<file path="src/rtl/rc_pkg.sv">
package rc_pkg;

    typedef enum logic [2:0] {
        P_LOCAL = 3'd0,
        P_NORTH = 3'd1,
        P_SOUTH = 3'd2,
        P_EAST  = 3'd3,
        P_WEST  = 3'd4,
        P_SHORT = 3'd5
    } port_e;

    localparam int NPORT  = 6;
    localparam int NOWNER = 8;

    typedef enum logic {
        ST_IDLE = 1'b0,
        ST_BUSY = 1'b1
    } rc_state_e;

    // Shortcut owner coordinates; order is the tie-break priority.
    function automatic int owner_row(input int side, input int k);
        case (k)
            0: return 0;
            1: return 1;
            2: return 0;
            3: return 1;
            4: return side - 2;
            5: return side - 1;
            6: return side - 1;
            default: return side - 2;
        endcase
    endfunction

    function automatic int owner_col(input int side, input int k);
        case (k)
            0: return 1;
            1: return 0;
            2: return side - 2;
            3: return side - 1;
            4: return 0;
            5: return 1;
            6: return side - 2;
            default: return side - 1;
        endcase
    endfunction

    // One dimension-order step: row first, then column.
    function automatic port_e xy_step(input logic same_row, input logic go_south,
                                      input logic same_col, input logic go_east);
        if (!same_row)      return go_south ? P_SOUTH : P_NORTH;
        else if (!same_col) return go_east ? P_EAST : P_WEST;
        else                return P_LOCAL;
    endfunction

endpackage

</file>
<file path="src/rtl/rc_offset.sv">
module rc_offset #(
    parameter int CW = 2
) (
    input  logic [CW-1:0] from_x,
    input  logic [CW-1:0] from_y,
    input  logic [CW-1:0] to_x,
    input  logic [CW-1:0] to_y,
    output logic          same_row,
    output logic          same_col,
    output logic          go_south,
    output logic          go_east,
    output logic [CW:0]   dist_sum
);
    logic [CW-1:0] mag_x;
    logic [CW-1:0] mag_y;

    always_comb begin
        go_south = to_x > from_x;
        go_east  = to_y > from_y;
        same_row = to_x == from_x;
        same_col = to_y == from_y;
        mag_x    = go_south ? (to_x - from_x) : (from_x - to_x);
        mag_y    = go_east  ? (to_y - from_y) : (from_y - to_y);
        dist_sum = {1'b0, mag_x} + {1'b0, mag_y};
    end
endmodule

</file>
<file path="src/rtl/rc_target.sv">
module rc_target
    import rc_pkg::*;
#(
    parameter int SIDE = 4,
    parameter int CW   = 2
) (
    input  logic [CW-1:0] cur_x,
    input  logic [CW-1:0] cur_y,
    output logic [CW-1:0] tgt_x,
    output logic [CW-1:0] tgt_y,
    output logic          tgt_self
);
    logic [CW-1:0] cand_x [NOWNER];
    logic [CW-1:0] cand_y [NOWNER];
    logic [CW:0]   cand_d [NOWNER];

    for (genvar k = 0; k < NOWNER; k++) begin : g_cand
        localparam int ROW = owner_row(SIDE, k);
        localparam int COL = owner_col(SIDE, k);
        logic same_row_k;
        logic same_col_k;
        logic south_k;
        logic east_k;
        assign cand_x[k] = CW'(ROW);
        assign cand_y[k] = CW'(COL);
        rc_offset #(.CW(CW)) u_dist (
            .from_x   (cur_x),
            .from_y   (cur_y),
            .to_x     (cand_x[k]),
            .to_y     (cand_y[k]),
            .same_row (same_row_k),
            .same_col (same_col_k),
            .go_south (south_k),
            .go_east  (east_k),
            .dist_sum (cand_d[k])
        );
    end

    // Strict less-than keeps the lowest index on a tie.
    always_comb begin
        logic [CW:0] best_d;
        best_d = cand_d[0];
        tgt_x  = cand_x[0];
        tgt_y  = cand_y[0];
        for (int k = 1; k < NOWNER; k++) begin
            if (cand_d[k] < best_d) begin
                best_d = cand_d[k];
                tgt_x  = cand_x[k];
                tgt_y  = cand_y[k];
            end
        end
        tgt_self = best_d == '0;
    end
endmodule

</file>
<file path="src/rtl/rc_decide.sv">
module rc_decide
    import rc_pkg::*;
#(
    parameter int SIDE = 4,
    parameter int CW   = 2
) (
    input  logic [CW-1:0] cur_x,
    input  logic [CW-1:0] cur_y,
    input  logic [CW-1:0] dst_x,
    input  logic [CW-1:0] dst_y,
    input  logic          has_shortcut,
    output port_e         route
);
    localparam int DIAM  = 2 * (SIDE - 1);
    localparam int LIMIT = DIAM - 1;

    logic          d_row, d_col, d_south, d_east;
    logic [CW:0]   d_sum;
    logic [CW-1:0] tgt_x, tgt_y;
    logic          tgt_self;
    logic          t_row, t_col, t_south, t_east;
    logic [CW:0]   t_sum;
    logic          far;

    rc_offset #(.CW(CW)) u_to_dst (
        .from_x   (cur_x),
        .from_y   (cur_y),
        .to_x     (dst_x),
        .to_y     (dst_y),
        .same_row (d_row),
        .same_col (d_col),
        .go_south (d_south),
        .go_east  (d_east),
        .dist_sum (d_sum)
    );

    rc_target #(.SIDE(SIDE), .CW(CW)) u_target (
        .cur_x    (cur_x),
        .cur_y    (cur_y),
        .tgt_x    (tgt_x),
        .tgt_y    (tgt_y),
        .tgt_self (tgt_self)
    );

    rc_offset #(.CW(CW)) u_to_tgt (
        .from_x   (cur_x),
        .from_y   (cur_y),
        .to_x     (tgt_x),
        .to_y     (tgt_y),
        .same_row (t_row),
        .same_col (t_col),
        .go_south (t_south),
        .go_east  (t_east),
        .dist_sum (t_sum)
    );

    assign far = d_sum > (CW+1)'(LIMIT);

    always_comb begin
        if (d_row && d_col)
            route = P_LOCAL;
        else if (!far || d_row || d_col)
            route = xy_step(d_row, d_south, d_col, d_east);
        else if (has_shortcut)
            route = P_SHORT;
        else if (tgt_self || t_sum == '0)
            route = xy_step(d_row, d_south, d_col, d_east);
        else
            route = xy_step(t_row, t_south, t_col, t_east);
    end
endmodule

</file>
<file path="src/rtl/rc_route_unit.sv">
module rc_route_unit
    import rc_pkg::*;
#(
    parameter int SIDE = 4,
    parameter int CW   = $clog2(SIDE)
) (
    input  logic          clk,
    input  logic          rst,
    input  logic [CW-1:0] cur_x,
    input  logic [CW-1:0] cur_y,
    input  logic [CW-1:0] dst_x,
    input  logic [CW-1:0] dst_y,
    input  logic          has_shortcut,
    input  logic          head_vld,
    input  logic          tail_vld,
    output logic [5:0]    port_sel
);
    rc_state_e        state_q, state_d;
    port_e            route;
    logic [NPORT-1:0] route_oh;
    logic [NPORT-1:0] port_q;

    rc_decide #(.SIDE(SIDE), .CW(CW)) u_decide (
        .cur_x        (cur_x),
        .cur_y        (cur_y),
        .dst_x        (dst_x),
        .dst_y        (dst_y),
        .has_shortcut (has_shortcut),
        .route        (route)
    );

    assign route_oh = NPORT'(1) << route;

    always_comb begin
        state_d = state_q;
        unique case (state_q)
            ST_IDLE: if (head_vld) state_d = ST_BUSY;
            ST_BUSY: if (tail_vld && !head_vld) state_d = ST_IDLE;
            default: state_d = ST_IDLE;
        endcase
    end

    always_ff @(posedge clk) begin
        if (rst) state_q <= ST_IDLE;
        else     state_q <= state_d;
    end

    always_ff @(posedge clk) begin
        if (rst) begin
            port_q <= '0;
        end else begin
            unique case (state_q)
                ST_IDLE: if (head_vld) port_q <= route_oh;
                ST_BUSY: if (tail_vld) port_q <= head_vld ? route_oh : '0;
                default: port_q <= '0;
            endcase
        end
    end

    assign port_sel = port_q;
endmodule

</file>
<file path="config.mk">
export PLATFORM = sky130hd
export DESIGN_NAME = rc_route_unit
export DESIGN_NICKNAME = d
export VERILOG_FILES = /design/src/rtl/rc_pkg.sv /design/src/rtl/rc_offset.sv /design/src/rtl/rc_target.sv /design/src/rtl/rc_decide.sv /design/src/rtl/rc_route_unit.sv
export SDC_FILE = /design/constraint.sdc
export NUM_CORES = 1
export LEC_CHECK = 0
export BUFFER_PORTS_ARGS = -buffer_cell sky130_fd_sc_hd__buf_2
export CORE_UTILIZATION = 60
export CTS_BUF_LIST = sky130_fd_sc_hd__clkbuf_4 sky130_fd_sc_hd__clkbuf_8
export DETAILED_ROUTE_END_ITERATION = 12
export PLACE_DENSITY_LB_ADDON = 0.25
export SLEW_MARGIN = 30
export SYNTH_ARGS = -nofsm -noshare
export SYNTH_HDL_FRONTEND = slang
export SYNTH_SLANG_ARGS = --single-unit
</file>
<file path="constraint.sdc">
create_clock -name clk -period 18.8 [get_ports clk]
set_input_delay 0.94 -clock clk [delete_from_list [all_inputs] [get_ports clk]]
set_output_delay 0.94 -clock clk [all_outputs]
set_load 0.03 [all_outputs]
</file>
==> flow_results.org <==
** Worst setup path
- The largest single stage delay on the critical path is between 0.4 and 0.5 ns.
- Data arrival time of the critical path :: 11.86 ns
- Critical path startpoint category :: input port
- STA classifies the critical path endpoint as a register.
- Path type of the worst setup path :: input port to register
- Critical Path Slowest Stage Cell :: sky130_fd_sc_hd__fa_1
- Critical path's most frequent cell :: sky130_fd_sc_hd__ha_1
- Worst Path Required :: approximately 19 ns
- Measured in cells, the most critical reg-to-reg path has a length of 4.
- Crit-path max FO :: 8

** Clock tree
- Total clock buffers created by CTS :: 3
- Post CTS Setup Buffer Count :: 0
- Clock Tree Buf Depth :: 2
- Number of levels in the clock H-tree :: 1
- Root buffer cell :: sky130_fd_sc_hd__clkbuf_4
- The number of hold buffers added after CTS was 0.
- At the later pin of the worst-skew pair, clock insertion delay measures roughly 0.26 ns.
- Clock transition at the registers of the reported paths :: approximately 0.05 ns
- CTS tree :: yes
- Clk sinks :: 7
- Post-CTS repair changed the size of 0 cells.

** Routing
- Routed WL :: between 4000 and 5000 um
- After the first detailed-routing iteration, the DRC count stood at 108.
- In the final routed layout, each cell accounts on average for between 10 and 15 um.
- The count of nets left with antenna violations once routing finished came out at 0.
- After detailed routing, the number of remaining DRC violations is 0.
- After detailed routing, the number of vias per cell comes to 5.60.
- Number of vias in the routed layout :: between 1,500 and 2,000
- Before antenna repair, the detailed router went through 4 iterations.

** Min path
- Counting instances, the worst hold path has a depth of 2.
- The tightest min-delay check is of the register to register type.

** Global route
- Antenna violations before repair :: 0
- Wire length of the first global-routing pass :: approximately 7500 um
- Gr ovfl total :: 0
- Across every metal layer, demand over resource in global routing totals 0.264.
- Largest net degree at the start of global routing :: 9
- Via count of the first global-routing pass :: 1,769

** Logic synthesis
- Counting every net in the synthesized netlist gives about 340.
- Synthesis handed over a netlist of 268 instances.
- The share of the synthesized area in compound gates (AO/OA/AOI/OAI) came to 0.241.
- Synthesized-area fraction occupied by xor and xnor cells :: 0
- Simple-gate area share of the yosys netlist :: 0.213
- Share of cell area taken by muxes after synthesis :: 0.0203
- Counting flops with an async set or reset pin after synthesis yields a share of 0.
- Of the total synthesized cell area, the portion taken by full adders, half adders and majority gates is 0.384.
- The netlist uses 49 different library cells.
- Register bit total from synthesis :: 7
- Avg Synthesized Cell Area :: roughly 7.8 um2
- Part of the Yosys area used for sequential elements :: 0.0667
- The Yosys step of the flow raised 0 warnings.
- In the synthesized netlist the dominant register cell turns out to be sky130_fd_sc_hd__dfxtp_1.
- Count of flip-flops with a built-in enable after synthesis :: 0
- Area of the mapped netlist :: about 2100 um2
- Largest family of logic cells by synthesized area :: adder cells

** Job
- Max-cap violations in this run came to 0.

** STA
- For the pin with the worst max-slew slack, the measured transition is between 0.4 and 0.5 ns.
- Worst max-slew margin expressed relative to the limit :: 0.671
- F_max :: between 80 and 90 MHz
- Final worst-path cycle share :: 0.621
- Final setup skew :: between 0.004 and 0.005 ns
- The routed design could run at a clock period as short as 11.68 ns.
- Setup violations remaining at the end of the flow were counted as 0.
- After routing, the total negative slack on setup checks comes to 0 ns.
- Unrepaired setup endpoints after global routing :: no
- Hold Violations, Final :: 0
- The number of max-slew violations in the final report came to 0.

** Cells and area
- Fraction of the core area covered by cells at the end of the flow :: 0.682
- From synthesis to final layout, the design area changed by 8.46%.
- Commonest cells after routing, fill and taps aside :: sky130_fd_sc_hd__inv_1 (42), sky130_fd_sc_hd__ha_1 (42), sky130_fd_sc_hd__nor2_1 (22)
- Of the cells placed in the final design, the portion with a size suffix greater than 1 is 0.107.
- For this run, the post-layout net count is 360.
- Final non-filler cell total :: ~340
- Diode count :: 0

** Run status
- The flow ran to the end, and the final reports show no timing, DRC or antenna violations.

** Die
- The core region is approximately 3300 um2.
- The initial utilization of the core area, before any placement, comes to 0.629.
- Chip Height :: a little over 60 um
- Num ports :: 19
- The die covers approximately 3700 um2.
- Core Rows :: 21
- Chip width :: about 61 um

** Place
- Detailed-placement wirelength estimate :: 3810 um
- Input and output buffers added on the ports amount to 18.
- Placed Cells :: approximately 330
- Last weighted congestion value of the routability-driven placer :: approximately 0.90

** Pwr
- The design draws between 0.0002 and 0.0003 W.
- Power per Cell Area :: 121 nW/um2
- Maximum resistive drop on vdd :: around 0.000070 V
- In this run the static leakage power is roughly 1.1 nW.
## state kept, by name, summed over array words and instances, names as in the netlist
signal and count:
port_sel 6, state_q 1
## final timing paths
| kind | startpoint | slack [ns] | to |
|---|---|---|---|
| worst max-delay path | cur_y[0] | 7.12 | port_sel[5] |
| worst min-delay path | port_sel[4] | 0.45 | port_sel[4] |
| worst max register to register | state_q | 17.23 | port_sel[2] |
| worst min register to register | port_sel[4] | 0.45 | port_sel[4] |
## layer usage
layer | vias to the layer above | GRT usage | share of wire
met5 | - | 0 | 0
met4 | 0 | 0.0584 | 0.015
met3 | 6 | 0.0210 | 0.023
met2 | 31 | 0.506 | 0.51
met1 | 868 | 0.317 | 0.45
li1 | 976 | - | -
## metrics by stage
stage	area, um2	hold WS (ns)	setup slack, ns
5_1_grt	2280	0.500	6.10
2_1_floorplan	2100	0.480	8.36
6_report	2280	0.452	7.12
3_3_place_gp	2250	0.441	7.22
3_5_place_dp	2250	0.447	7.01
4_1_cts	2280	0.454	7.25
## cell type report
class / instances / area (um2)
multi-input cells: 219 / 1800
fillers: 298 / 1060
inverters: 42 / 158
flip-flops and latches: 7 / 140
repair buffers: 18 / 90.1
well taps: 46 / 57.6
clock buffers: 4 / 30.0
## where the power goes
group / internal, W / switching [W]
Sequential: 0.0000169 / 0.000000863
Combinational: 0.000100 / 0.000141
Clock: 0.00000956 / 0.00000581
Total: 0.000127 / 0.000148
## Yosys cell counts, drive strengths merged (3+ instances only)
cell / count / area share
ha: 42 / 0.25
nand2: 20 / 0.036
nor2: 22 / 0.039
nand3: 5 / 0.012
o21a: 3 / 0.011
or3: 3 / 0.0089
nor2b: 10 / 0.030
a21oi: 16 / 0.040
a21o: 3 / 0.011
fa: 14 / 0.13
nand2b: 3 / 0.013
o31ai: 5 / 0.018
dfxtp: 7 / 0.067
a21boi: 4 / 0.014
o221ai: 3 / 0.013
o21ai: 18 / 0.043
nand3b: 4 / 0.014
o21ba: 3 / 0.014
inv: 42 / 0.075
nor3: 5 / 0.012
## critical path, delay by kind of cell
kind                       cells  cell delay (ns)
AOI/OAI and AO/OA             22             4.51
adders and majority gates     12             3.63
buffers and inverters          4             0.50
and+or+nand+nor               13             1.89
muxes                          1             0.41
## logic make-up after synthesis
kind of cell	after synthesis
AOI/OAI and AO/OA	74
adders and majority gates	56
buffers and inverters	42
DFF	7
muxes	4
and+or+nand+nor	85
Power figures use the tool's default switching activity.
